--- src/rtl/csm_pkg.sv ---
package csm_pkg;

    typedef enum logic [1:0] {
        MODE_HOLD = 2'b00,
        MODE_TIE  = 2'b01,
        MODE_NORM = 2'b10
    } mode_e;

    typedef struct packed {
        logic bad;
        logic hitless;
        logic chg_now;
        logic pend_eff;
    } fsm_in_t;

    function automatic logic mode_is_holdover(mode_e m);
        return (m != MODE_NORM);
    endfunction

    function automatic int unsigned cnt_width(int unsigned n);
        return (n > 1) ? $clog2(n) : 1;
    endfunction

endpackage

--- src/rtl/csm_ref_change.sv ---
module csm_ref_change #(
    parameter int unsigned SEL_W = 2
) (
    input  logic             clk,
    input  logic             rst,
    input  logic [SEL_W-1:0] ref_sel,
    input  logic             auto_pulse,
    input  logic             consume,
    output logic             chg_now,
    output logic             pend_eff
);
    logic [SEL_W-1:0] sel_q;
    logic             pend_q;

    assign chg_now  = (ref_sel != sel_q) || auto_pulse;
    assign pend_eff = pend_q || chg_now;

    always_ff @(posedge clk) begin
        if (rst) begin
            sel_q  <= ref_sel;
            pend_q <= 1'b0;
        end else begin
            sel_q  <= ref_sel;
            pend_q <= consume ? 1'b0 : pend_eff;
        end
    end

    AST_PEND_KEPT: assert property (@(posedge clk) disable iff (rst)
        (pend_q && !consume) |=> pend_q);

    AST_PEND_CONSUMED: assert property (@(posedge clk) disable iff (rst)
        consume |=> !pend_q);

endmodule

--- src/rtl/csm_mode_fsm.sv ---
module csm_mode_fsm
    import csm_pkg::*;
#(
    parameter int unsigned TIE_CYCLES = 64
) (
    input  logic    clk,
    input  logic    rst,
    input  fsm_in_t fin,
    output mode_e   state,
    output logic    tie_entry,
    output logic    direct_entry,
    output logic    realign
);
    localparam int unsigned CNT_W = cnt_width(TIE_CYCLES);
    localparam logic [CNT_W-1:0] CNT_LAST = CNT_W'(TIE_CYCLES - 1);

    mode_e            nxt;
    logic [CNT_W-1:0] cnt_q;
    logic             realign_q;

    always_comb begin
        nxt          = state;
        tie_entry    = 1'b0;
        direct_entry = 1'b0;
        case (state)
            MODE_HOLD: begin
                if (!fin.bad) begin
                    if (fin.hitless || fin.pend_eff) begin
                        nxt       = MODE_TIE;
                        tie_entry = 1'b1;
                    end else begin
                        nxt          = MODE_NORM;
                        direct_entry = 1'b1;
                    end
                end
            end
            MODE_TIE: begin
                if (fin.bad || fin.chg_now)
                    nxt = MODE_HOLD;
                else if (cnt_q == CNT_LAST)
                    nxt = MODE_NORM;
            end
            MODE_NORM: begin
                if (fin.bad || fin.chg_now)
                    nxt = MODE_HOLD;
            end
            default: nxt = MODE_HOLD;
        endcase
    end

    always_ff @(posedge clk) begin
        if (rst) begin
            state     <= MODE_HOLD;
            cnt_q     <= '0;
            realign_q <= 1'b0;
        end else begin
            state     <= nxt;
            realign_q <= direct_entry;
            if (tie_entry)
                cnt_q <= '0;
            else if (state == MODE_TIE)
                cnt_q <= cnt_q + 1'b1;
        end
    end

    assign realign = realign_q;

    AST_HOLD_WHILE_BAD: assert property (@(posedge clk) disable iff (rst)
        (state == MODE_HOLD && fin.bad) |=> state == MODE_HOLD);

    AST_BAD_FORCES_HOLD: assert property (@(posedge clk) disable iff (rst)
        (state != MODE_HOLD && fin.bad) |=> state == MODE_HOLD);

    AST_CHANGE_FORCES_HOLD: assert property (@(posedge clk) disable iff (rst)
        (state != MODE_HOLD && fin.chg_now) |=> state == MODE_HOLD);

    AST_PENDING_GOES_TIE: assert property (@(posedge clk) disable iff (rst)
        (state == MODE_HOLD && !fin.bad && fin.pend_eff) |=> state == MODE_TIE);

    AST_REALIGN_ONE_CYCLE: assert property (@(posedge clk) disable iff (rst)
        realign |=> !realign);

    AST_REALIGN_IN_NORMAL: assert property (@(posedge clk) disable iff (rst)
        realign |-> (state == MODE_NORM && $past(state) == MODE_HOLD));

    AST_NORMAL_FROM_TIE_AT_END: assert property (@(posedge clk) disable iff (rst)
        (state == MODE_NORM && $past(state) == MODE_TIE) |-> $past(cnt_q) == CNT_LAST);

    AST_LEGAL_MODE: assert property (@(posedge clk) disable iff (rst)
        state inside {MODE_HOLD, MODE_TIE, MODE_NORM});

endmodule

--- src/rtl/csm_phase_hold.sv ---
module csm_phase_hold #(
    parameter int unsigned PHASE_W = 16
) (
    input  logic                      clk,
    input  logic                      rst,
    input  logic                      capture,
    input  logic                      clear,
    input  logic signed [PHASE_W-1:0] phase_err,
    output logic signed [PHASE_W-1:0] ofs
);
    always_ff @(posedge clk) begin
        if (rst)
            ofs <= '0;
        else if (capture)
            ofs <= phase_err;
        else if (clear)
            ofs <= '0;
    end

    AST_CAPTURE_TAKES_SAMPLE: assert property (@(posedge clk) disable iff (rst)
        capture |=> ofs == $past(phase_err));

    AST_CLEAR_ZEROES: assert property (@(posedge clk) disable iff (rst)
        (clear && !capture) |=> ofs == '0);

endmodule

--- src/rtl/clk_sync_mode_ctrl.sv ---
module clk_sync_mode_ctrl
    import csm_pkg::*;
#(
    parameter int unsigned PHASE_W    = 16,
    parameter int unsigned SEL_W      = 2,
    parameter int unsigned TIE_CYCLES = 64
) (
    input  logic                      clk,
    input  logic                      rst,
    input  logic                      ref_bad,
    input  logic [SEL_W-1:0]          ref_sel,
    input  logic                      auto_sw_pulse,
    input  logic                      hitless,
    input  logic signed [PHASE_W-1:0] phase_err,
    output logic [1:0]                mode,
    output logic                      holdover,
    output logic                      realign,
    output logic signed [PHASE_W-1:0] phase_ofs
);
    logic    chg_now;
    logic    pend_eff;
    logic    tie_entry;
    logic    direct_entry;
    mode_e   state;
    fsm_in_t fin;

    csm_ref_change #(.SEL_W(SEL_W)) u_chg (
        .clk        (clk),
        .rst        (rst),
        .ref_sel    (ref_sel),
        .auto_pulse (auto_sw_pulse),
        .consume    (tie_entry),
        .chg_now    (chg_now),
        .pend_eff   (pend_eff)
    );

    always_comb begin
        fin.bad      = ref_bad;
        fin.hitless  = hitless;
        fin.chg_now  = chg_now;
        fin.pend_eff = pend_eff;
    end

    csm_mode_fsm #(.TIE_CYCLES(TIE_CYCLES)) u_fsm (
        .clk          (clk),
        .rst          (rst),
        .fin          (fin),
        .state        (state),
        .tie_entry    (tie_entry),
        .direct_entry (direct_entry),
        .realign      (realign)
    );

    csm_phase_hold #(.PHASE_W(PHASE_W)) u_ofs (
        .clk       (clk),
        .rst       (rst),
        .capture   (tie_entry),
        .clear     (direct_entry),
        .phase_err (phase_err),
        .ofs       (phase_ofs)
    );

    assign mode     = state;
    assign holdover = mode_is_holdover(state);

    AST_OFS_STABLE_IN_TIE: assert property (@(posedge clk) disable iff (rst)
        (state == MODE_TIE && $past(state) == MODE_TIE) |-> $stable(phase_ofs));

    AST_REALIGN_ONLY_OUT_OF_HOLDOVER: assert property (@(posedge clk) disable iff (rst)
        realign |-> !holdover);

endmodule

--- config.mk ---
export PLATFORM = sky130hd
export DESIGN_NAME = clk_sync_mode_ctrl
export DESIGN_NICKNAME = d
export VERILOG_FILES = /design/src/rtl/csm_pkg.sv /design/src/rtl/csm_ref_change.sv /design/src/rtl/csm_mode_fsm.sv /design/src/rtl/csm_phase_hold.sv /design/src/rtl/clk_sync_mode_ctrl.sv
export SDC_FILE = /design/constraint.sdc
export NUM_CORES = 1
export LEC_CHECK = 0
export ABC_CLOCK_PERIOD_IN_PS = 5100
export BUFFER_PORTS_ARGS = -buffer_cell sky130_fd_sc_hd__buf_2
export CAP_MARGIN = 0
export CELL_PAD_IN_SITES_DETAIL_PLACEMENT = 1
export CELL_PAD_IN_SITES_GLOBAL_PLACEMENT = 1
export CORE_MARGIN = 5
export CORE_UTILIZATION = 38
export CTS_BUF_LIST = sky130_fd_sc_hd__clkbuf_16
export DETAILED_ROUTE_END_ITERATION = 8
export PLACE_DENSITY = 0.88
export RECOVER_POWER = 100
export SLEW_MARGIN = 15
export SYNTH_ARGS = -nofsm -noshare
export SYNTH_HDL_FRONTEND = slang
export SYNTH_SLANG_ARGS = --single-unit
--- constraint.sdc ---
create_clock -name clk -period 5.1 [get_ports clk]
set_clock_uncertainty 0.2 [all_clocks]
set_input_delay 0.51 -clock clk [delete_from_list [all_inputs] [get_ports clk]]
set_output_delay 0.51 -clock clk [all_outputs]
set_load 0.01 [all_outputs]
---- Yosys cells after proc, flatten, opt, wreduce, memory -nomap -nowiden ----
Index checks and enable logic that the tools add are counted.
Widths: inputs -> output; s select.
operators by class
  equal/unequal tests ..................... 8
  reductions and logical operators ........ 8
  multiplexer cells ....................... 14
  add/sub/neg operators ................... 1
operator list
  kind                 number
  $mux 16              2
  $mux 2               5
  $add 6x1->6 const B  1
  $eq 6x6->1 const B   1
  $mux 1               6
  $pmux 2 s3           1
  $logic_or 1x1->1     4
  $ne 2x2->1 const B   2
  $ne 3x1->1 const B   1
  $reduce_and 3->1     1
  $eq 2x1->1 const B   1
  $eq 2x2->1 const B   1
  $logic_not 2->1      1
  $ne 2x1->1 const B   1
  $ne 2x2->1           1
  $reduce_bool 2->1    1
  $reduce_or 2->1      1
storage, ports and cells
  logic and storage cells ................. 37
  output and inout bits ................... 20
  input bits .............................. 23
  bits in registers ....................... 28

---- Logic depth before layout (Yosys ltp) ----
Gate-level depths: netlist (run 1).
  word-level depth ........................ 9
  gate-level depth with buffers ........... 5
  gate-level depth less buffers ........... 4

---- Hierarchy ----
From an unflattened synthesis (run 1), not the netlist that was laid out.
unflattened totals
  cell total of the unflattened synthesis .. 134
  area, all modules ....................... 1315.0 um^2
modules (own cells, without submodules)
  module              area an instance (um^2)  times used  cells an instance
  csm_phase_hold      718.2                    1           72
  csm_mode_fsm        481.7                    1           52
  csm_ref_change      108.9                    1           9
  clk_sync_mode_ctrl  6.3                      1           1

---- Worst setup path before layout (run 1) ----
OpenSTA, ideal clock, no wires.
  path type ............................... input-to-reg
  start ................................... in hitless
  end ..................................... reg u_ofs.ofs[10]
  stages on the path ...................... 4
  required time ........................... 4783 ps
  library setup time ...................... 117 ps
  setup slack ............................. 3346 ps
  data arrival time ....................... 1437 ps
  cells stage by stage .................... nor3_1 > nand3_1 > clkbuf_1 > a32o_1
on the way
  longest elaborated chain between the ends .. 5
  elaborated cells on any way between the ends .. 9
  those cells by class .................... mux: 7; reduce/logical: 2
RTL lines
  element                                              line                      text
  start, declared                                      clk_sync_mode_ctrl.sv:13  input logic hitless,
  $logic_or 1x1->1 (*)                                 csm_mode_fsm.sv:28        if (fin.hitless || fin.pend_eff) begin
  $mux 1                                               csm_mode_fsm.sv:28
  $mux 1                                               csm_mode_fsm.sv:27        if (!fin.bad) begin
  $mux 1                                               csm_mode_fsm.sv:25        case (state)
  $mux 16 / $reduce_bool 2->1 (equally long branches)  -
  end signal, assigned                                 csm_phase_hold.sv:15      ofs <= phase_err;
  end, declared                                        csm_phase_hold.sv:9       output logic signed [PHASE_W-1:0] ofs
Mark *: on every way between the ends. The rest lies on a longest branch, timed or not.
A chain may end at the register's enable or synchronous reset.

---- Final worst setup path (run 1) ----
  start ................................... reg u_fsm.state[1]
  end ..................................... reg u_ofs.ofs[2]
on the way
  longest elaborated chain between the ends .. 3
  elaborated cells on any way between the ends .. 5
  those cells by class .................... mux: 3; reduce/logical: 2
RTL lines
  element                                              line                text
  start, declared                                      csm_mode_fsm.sv:9   output mode_e state,
  start signal, assigned                               csm_mode_fsm.sv:57  state <= nxt;
  $logic_not 2->1 (*)                                  csm_mode_fsm.sv:25
  $mux 1                                               csm_mode_fsm.sv:25
  $mux 16 / $reduce_bool 2->1 (equally long branches)  -
Marked as above.

==> flow_summary.ini, run 1 <==
[grt]
grt_max_degree = 19
antenna_found_initial = 0
grtUsageTotal_pct = 16.0
grt_pass1_vias = 1031
grt-ovfl-total = 0
grt_pass1_wl_um = 5120

[drt]
vias = 957
post_drt_wl_per_cell_um = 19.2
drc = 0
met2WireLength_um = 1710
first_iter_violations = 30
dr.pass1.iters = 4
dr_wl_met3_um = 169
drt-total-wl_um = 3130
met1Wirelength_um = 1230
drtAntennaViolNets = 0
top_layer = met4
vias_per_cell = 5.87

[synthesis]
synthFlopType = dfxtp_1
synthTopCellsByArea = dfxtp_1, a32o_1, buf_6, a2111oi_4, a22oi_1
synthSimpleGateAreaFrac_pct = 13.8
avgSynthCellArea_um2 = 11.9
syn_area_mm2 = 0.00108
synth_top_area_cell = dfxtp_1
synth_xor_area_share_pct = 3.23
synth_cells = 91
synth.distinct_cells = 30
synthAdderAreaFrac_pct = 1.15
synthMuxAreaShare_pct = 0.923
yosys_warnings = 0
ys_seq_area_share_pct = 51.7
mappedNetlistNets = 115
synth_edf_count = 0
ys_seq_elements = 28
synth_top_area_share_pct = 51.7
synth-compound-area-share_pct = 25.3
synth_top_family_by_area = compound AO/OA/AOI/OAI gates
async_reset_ff_share_pct = 0

[status]
failed_checks = max-capacitance violations, max-slew violations
outcome = finished, violations left

[power]
powerDensity_mw_per_mm2 = 351
ir_worst_vdd_mv = 0.177
p_total_mw = 0.465
p_leak_nw = 0.478

[layout]
final_cell_mix = dfxtp_1, clkbuf_1, buf_2, a32o_1, or3_1
design_area_mm2 = 0.00132
num-nets-final = 157
final_common_cell = dfxtp_1
num_antenna_cells = 0
fin_cells = 163
drive_above_1_share_pct = 18.2
area_growth_pct = 21.9

[setup_path]
worstPathArrival_ns = 3.09
setup.worst_path.end_class = flip-flop
r2r_setup_slack_ns = 2.00
path_class = reg -> reg
worstSetupStartpointType = flip-flop
cp_max_fo = 18
required_ns = 5.09

[clocking]
clock_tree.root_cell = clkbuf_16
cts-resized-gates = 0
htreeDepth = 1
insertion_delay_ns = 0.26
numCtsBuffers = 3
clk_pin_slew_worst_paths_ns = 0.07
clockBufferDepth = 2
cts.sinks = 28
cts_hold_buf = 0
cts_tree = built
post-cts-setup-buffers = 0

[floorplan]
ios = 43
dieArea_mm2 = 0.00402
core_mm2 = 0.00276
die_w_um = 63.4
row_count = 19
die_h_um = 63.4
initial_core_util_pct = 39.3

[timing]
setup_viol = 0
fmax_mhz = 322
tightest_slew_ns = 2.63
rsz0062_at_grt = no
relSlewSlack_pct = -77.0
timing.final.crit_share_pct = 60.8
final_max_slew_viol_count = 19
period_needed_ns = 3.10
tns_ns = 0
final_hold_viol_count = 0

[placement]
hpwl_um = 2240
dp.cells = 159
placed_cell_area_mm2 = 0.00129
portBuffers = 42
gp_congestion = 0.716

[run]
cap_viol_max_count = 1

[min_path]
hold_path_class = in -> reg
## power breakdown
| part | leakage [nW] | switching [mW] | internal (mW) |
|---|---|---|---|
| combinational | 0.210 | 0.0302 | 0.0220 |
| sequential | 0.230 | 0.00720 | 0.230 |
| clock | 0.0385 | 0.0701 | 0.105 |
## state kept, by name, summed over array words and instances, names as in the netlist
signal         cells
u_fsm.state        2
u_chg.sel_q        2
u_ofs.ofs         16
u_chg.pend_q       1
u_fsm.realign      1
u_fsm.cnt_q        6
## final cells by class
cell class	count	area, um^2
fillers	324	1440
flip-flops and latches	28	561
multi-input cells	58	462
repair buffers	42	183
clock buffers	3	75.1
well taps	31	38.8
clock inverters	1	3.75
## logic make-up (layout without fill, tap and decap cells)
logic type,Yosys count,in the layout
adders and majority gates,1,1
AOI/OAI and AO/OA,30,30
and+or+nand+nor,22,22
DFF,28,28
xor gates and xnor gates,4,4
buffers and inverters,5,46
muxes,1,1
## critical path, cell delays in order, from the launching register on
cell and delay [ns]:
dfxtp_1 0.37, nor4_1 2.09, a32o_1 0.38
## routing by layer
metal / vias to the layer above / track usage (%)
met2: 29 / 28.8
met1: 483 / 18.3
met5: - / 0
met3: 2 / 4.62
met4: 0 / 3.64
li1: 443 / -
## stage by stage
stage	worst slack (ns)	hold WS, ns	utilization (%)
finish	2.00	0.193	48.0
global route	1.77	0.205	48.0
CTS	2.98	0.175	49.7
detailed placement	2.82	0.253	46.8
global placement	2.95	0.245	46.8
floorplan	3.35	0.258	-
## final timing paths
check	from	end	cells after the start
min	ref_sel[1]	u_chg.sel_q[1]	1
max	u_fsm.state[1]	u_ofs.ofs[2]	2
max reg2reg	u_fsm.state[1]	u_ofs.ofs[2]	2
min reg2reg	u_ofs.ofs[7]	u_ofs.ofs[7]	1
## synth_stat cells (all sizes together) (2+ instances only)
library cell	n
or3	4
a21oi	3
xor2	2
nand3	3
a32o	16
nand2b	3
nor2b	2
nand3b	2
xnor2	2
a22oi	3
nor3	2
nand2	2
buf	4
dfxtp	28
o21ai	2
Power figures use the tool's default switching activity.
==> run 2: changes to the inputs <==
--- a/config.mk
+++ b/config.mk
@@ -5,16 +5,16 @@
 export SDC_FILE = /design/constraint.sdc
 export NUM_CORES = 1
 export LEC_CHECK = 0
-export ABC_CLOCK_PERIOD_IN_PS = 5100
+export ABC_CLOCK_PERIOD_IN_PS = 2600
 export BUFFER_PORTS_ARGS = -buffer_cell sky130_fd_sc_hd__buf_2
 export CAP_MARGIN = 0
 export CELL_PAD_IN_SITES_DETAIL_PLACEMENT = 1
 export CELL_PAD_IN_SITES_GLOBAL_PLACEMENT = 1
 export CORE_MARGIN = 5
-export CORE_UTILIZATION = 38
+export CORE_UTILIZATION = 32
 export CTS_BUF_LIST = sky130_fd_sc_hd__clkbuf_16
 export DETAILED_ROUTE_END_ITERATION = 8
-export PLACE_DENSITY = 0.88
+export PLACE_DENSITY = 0.79
 export RECOVER_POWER = 100
 export SLEW_MARGIN = 15
 export SYNTH_ARGS = -nofsm -noshare
==> constraint.sdc (replaced) <==
create_clock -name clk -period 2.6 [get_ports clk]
set_clock_uncertainty 0.2 [all_clocks]
set_input_delay 0.26 -clock clk [delete_from_list [all_inputs] [get_ports clk]]
set_output_delay 0.26 -clock clk [all_outputs]
set_load 0.01 [all_outputs]
==> flow_summary.ini, run 2 (synthesized netlist as in run 1, its figures left out) <==
[status]
outcome = complete, no violations

[floorplan]
dieArea_mm2 = 0.00465
ios = 43
die_w_um = 68.2
row_count = 21
core_mm2 = 0.00331
initial_core_util_pct = 32.8
die_h_um = 68.2

[grt]
grtUsageTotal_pct = 13.9
antenna_found_initial = 0
grt_pass1_vias = 988
grt-ovfl-total = 0
grt_max_degree = 19
grt_pass1_wl_um = 4740

[clocking]
numCtsBuffers = 3
cts.sinks = 28
cts_tree = built
clock_tree.root_cell = clkbuf_16
clockBufferDepth = 2
cts-resized-gates = 0
insertion_delay_ns = 0.26
htreeDepth = 1
clk_pin_slew_worst_paths_ns = 0.07

[timing]
fmax_mhz = 444
period_needed_ns = 2.25
setup_viol = 0
setup_ws_ns = 0.349
tightest_slew_ns = 0.939
rsz0062_at_grt = no
timing.final.crit_share_pct = 86.6
final_hold_viol_count = 0
final_max_slew_viol_count = 0
hold_slack_ns = 0.0334
relSlewSlack_pct = 36.9
tns_ns = 0

[run]
cap_viol_max_count = 0

[layout]
drive_above_1_share_pct = 19.3
final_common_cell = dfxtp_1
fillerInstances = 410
largest_register_ffs = 16
regMostFlops = u_ofs.ofs
num-nets-final = 160
area_growth_pct = 27.6
final_cell_mix = dfxtp_1, clkbuf_1, buf_2, a32o_1, or3_1
largest_registers = u_ofs.ofs x16, u_fsm.cnt_q x6
num_antenna_cells = 0

[setup_path]
worstSetupStartpointType = primary input
worstPathArrival_ns = 2.20
critPathSlowestCell = nand3_1
path_class = in -> reg
required_ns = 2.55
setup.worst_path.end_class = flip-flop
crit_chain = dlygate4sd3_1, clkbuf_1, xnor2_1, nand3_1, a32o_1
max_stage_delay_ns = 0.56
cp_max_fo = 18

[drt]
drt-total-wl_um = 2830
post_drt_wl_per_cell_um = 15.6
dr.pass1.iters = 4
first_iter_violations = 25
vias = 927
drtAntennaViolNets = 0
vias_per_cell = 5.12
drc = 0

[power]
ir_worst_vdd_mv = 0.285
clkPwrFrac_pct = 38.0
power_frac_comb_pct = 11.3
powerDensity_mw_per_mm2 = 665
p_int_mw = 0.705
p_switching_mw = 0.216
pwr-share-seq_pct = 50.7
switching_share_pct = 23.4
p_leak_nw = 0.494

[placement]
hpwl_um = 2060
dp_slack_ns = 0.624
gp_congestion = 0.666
portBuffers = 42

[min_path]
hold_path_class = in -> reg
[run 2: cell types whose count changed in the layout (fill, tap and decap cells not counted)]
cell,before,now
dlygate4sd3_1,0,2
buf_4,0,1
nor4_1,1,0
nor4_4,0,1
[run 2: worst max-delay path: cells and delay by family]
kind / cells / cell delay (ns)
XOR/XNOR: 1 / 0.24
AO/OA/AOI/OAI: 1 / 0.48
buffers and inverters: 2 / 0.66
AND/OR/NAND/NOR: 1 / 0.56
[run 2: final timing paths]
kind	depth (start not counted)	from	end	slack [ns]
setup / recovery	5	ref_sel[1]	u_ofs.ofs[3]	0.35
hold / removal	2	phase_err[9]	u_ofs.ofs[9]	0.03
hold reg to reg	1	u_ofs.ofs[14]	u_ofs.ofs[14]	0.27
setup reg to reg	3	u_chg.sel_q[1]	u_ofs.ofs[3]	0.68
[run 2: power groups by stage]
| stage | Combinational [mW] | Clock, mW | Sequential (mW) |
|---|---|---|---|
| floorplan | 0.0545 | 0 | 0.483 |
| global placement | 0.104 | 0 | 0.474 |
| detailed placement | 0.108 | 0 | 0.476 |
| CTS | 0.111 | 0.352 | 0.467 |
| global route | 0.115 | 0.372 | 0.470 |
| finish | 0.104 | 0.350 | 0.467 |
[run 2: area by class of cell]
cell class | count | area, um^2 | area share (%)
repair buffers | 45 | 210 | 15.2
clock buffers | 3 | 75.1 | 5.42
well taps | 46 | 57.6 | 4.16
flip-flops and latches | 28 | 561 | 40.5
clock inverters | 1 | 3.75 | 0.271
multi-input cells | 58 | 477 | 34.4
[run 2: per-layer routing]
metal	track usage (%)	vias up	wire, um
li1	-	448	-
met1	15.8	445	1230
met2	23.6	29	1370
met3	3.94	5	171
met4	6.70	0	57
met5	0	-	0
[run 2: what timing repair did]
action                                 CTS  global route
endpoints found under the hold margin    2             0
setup buffers                            0             0
hold buffers                             2             0
[run 2: through the flow]
| stage | instances | power [mW] | area (um^2) | utilization (%) |
|---|---|---|---|---|
| floorplan | 91 | 0.537 | 1080 | - |
| global placement | 175 | 0.578 | 1320 | 39.8 |
| detailed placement | 175 | 0.584 | 1320 | 39.8 |
| CTS | 181 | 0.930 | 1420 | 42.8 |
| global route | 181 | 0.957 | 1380 | 41.8 |
| finish | 181 | 0.920 | 1380 | 41.8 |
==> run 3: changes to the inputs <==
--- a/config.mk
+++ b/config.mk
@@ -14,7 +14,8 @@
 export CORE_UTILIZATION = 32
 export CTS_BUF_LIST = sky130_fd_sc_hd__clkbuf_16
 export DETAILED_ROUTE_END_ITERATION = 8
-export PLACE_DENSITY = 0.79
+export HOLD_SLACK_MARGIN = 0.15
+export PLACE_DENSITY = 0.75
 export RECOVER_POWER = 100
 export SLEW_MARGIN = 15
 export SYNTH_ARGS = -nofsm -noshare
==> constraint.sdc (replaced) <==
create_clock -name clk -period 2.6 [get_ports clk]
set_clock_uncertainty 0.2 [all_clocks]
set_input_delay 0.13 -clock clk [delete_from_list [all_inputs] [get_ports clk]]
set_output_delay 0.13 -clock clk [all_outputs]
set_load 0.01 [all_outputs]
==> flow_summary.ini, run 3 (synthesized netlist as in run 1, its figures left out) <==
[placement]
gp_congestion = 0.753
hpwl_um = 2180
portBuffers = 42
dp.cells = 175
placed_cell_area_mm2 = 0.00132

[layout]
num-nets-final = 180
drive_above_1_share_pct = 16.8
utilization_pct = 48.7
largest_registers = u_ofs.ofs x16, u_fsm.cnt_q x6
regMostFlops = u_ofs.ofs
largest_register_ffs = 16
design_area_mm2 = 0.00161
num_antenna_cells = 0
final_cell_mix = dfxtp_1, clkbuf_1, dlygate4sd3_1, buf_2, a32o_1
final_common_cell = dfxtp_1
area_growth_pct = 48.7
fin_cells = 201

[clocking]
insertion_delay_ns = 0.26
clock_tree.root_cell = clkbuf_16
numCtsBuffers = 3
cts_tree = built
cts.sinks = 28
clockBufferDepth = 2
clk_pin_slew_worst_paths_ns = 0.07
htreeDepth = 1

[setup_path]
critPathSlowestCell = dlygate4sd3_1
crit_chain = nand2b_1, or3_1, a2111oi_4, dlygate4sd3_1
timing.rr.start = u_fsm.state[0]
r2r_setup_slack_ns = 0.18
required_ns = 2.60
worstPathArrival_ns = 2.42
reg2reg_depth = 4
worstSetupStartpointType = flip-flop
setup.worst_path.end_class = flip-flop
r2r-end = u_fsm.state[1]
path_class = reg -> reg
cp_max_fo = 9
max_stage_delay_ns = 0.60

[grt]
grtUsageTotal_pct = 16.5
grt_pass1_wl_um = 5680
antenna_found_initial = 0
grt_pass1_vias = 1157
grt-ovfl-total = 0
grt_max_degree = 19

[min_path]
hold_path_class = in -> reg
min-delay-start = hitless
min_path_cells = 4
min_to = u_fsm.cnt_q[2]

[floorplan]
initial_core_util_pct = 32.8
row_count = 21
dieArea_mm2 = 0.00465
die_w_um = 68.2
ios = 43
core_mm2 = 0.00331
die_h_um = 68.2

[drt]
dr.pass1.iters = 4
vias = 1015
drtAntennaViolNets = 0
post_drt_wl_per_cell_um = 17.3
vias_per_cell = 5.05
drc = 0
first_iter_violations = 34
drt-total-wl_um = 3480

[timing]
final_max_slew_viol_count = 0
period_needed_ns = 2.42
setup_viol = 0
rsz0062_at_grt = no
timing.final.crit_share_pct = 93.2
relSlewSlack_pct = 15.3
fmax_mhz = 413
tightest_slew_ns = 1.27
final_hold_viol_count = 0
hold_slack_ns = 0.232
tns_ns = 0

[power]
p_leak_nw = 0.590
powerDensity_mw_per_mm2 = 651
ir_worst_vdd_mv = 0.453

[run]
cap_viol_max_count = 0

[status]
outcome = complete, no violations
## run 3: what timing repair did
item | in CTS | in global routing
endpoints found under the setup margin | 0 | 1
hold buffers | 22 | 0
resized for setup | 0 | 1
setup buffers | 0 | 0
hold endpoints to repair | 21 | 0
## run 3: area by class of cell
| cell class | count | area, um^2 |
|---|---|---|
| repair buffers | 65 | 408 |
| well taps | 46 | 57.6 |
| clock inverters | 1 | 30.0 |
| multi-input cells | 58 | 482 |
| flip-flops and latches | 28 | 561 |
| clock buffers | 3 | 75.1 |
| fillers | 389 | 1700 |
## run 3: stage by stage
step / power, mW / worst slack [ns]
3_3_place_gp: 0.578 / 0.615
3_5_place_dp: 0.584 / 0.509
6_report: 1.05 / 0.177
4_1_cts: 1.06 / 0.129
5_1_grt: 1.09 / 0.0518
2_1_floorplan: 0.537 / 0.932
## run 3: layer usage
layer,wire (um),part of all wire (%),vias to the layer above,track usage [%]
met5,0,0,-,0
met4,29,0.83,0,3.72
met3,186,5.3,4,5.42
met2,1860,53,27,30.1
met1,1410,40,493,18.4
li1,-,-,491,-
## run 3: worst max path at each step
stage,from,to,cells after the start
after floorplan,u_fsm.state[0],u_fsm.state[1],4
after global placement,u_fsm.state[0],u_chg.pend_q,3
after detailed placement,u_fsm.state[1],u_ofs.ofs[12],3
after CTS,ref_sel[0],u_fsm.state[0],6
after global routing,u_fsm.state[0],u_fsm.state[1],4
final,u_fsm.state[0],u_fsm.state[1],4
## run 3: critical path, delay by kind of cell, from the launching register on
kind / cells / cell delay (ns)
compound gates: 1 / 0.31
flops: 1 / 0.50
simple gates: 2 / 0.76
buf+inv: 1 / 0.60
## run 3: power breakdown
group	internal (mW)	leakage [nW]	switching, mW
Clock	0.306	0.0511	0.144
Combinational	0.0658	0.309	0.0665
Sequential	0.452	0.230	0.0154
Total	0.824	0.590	0.226
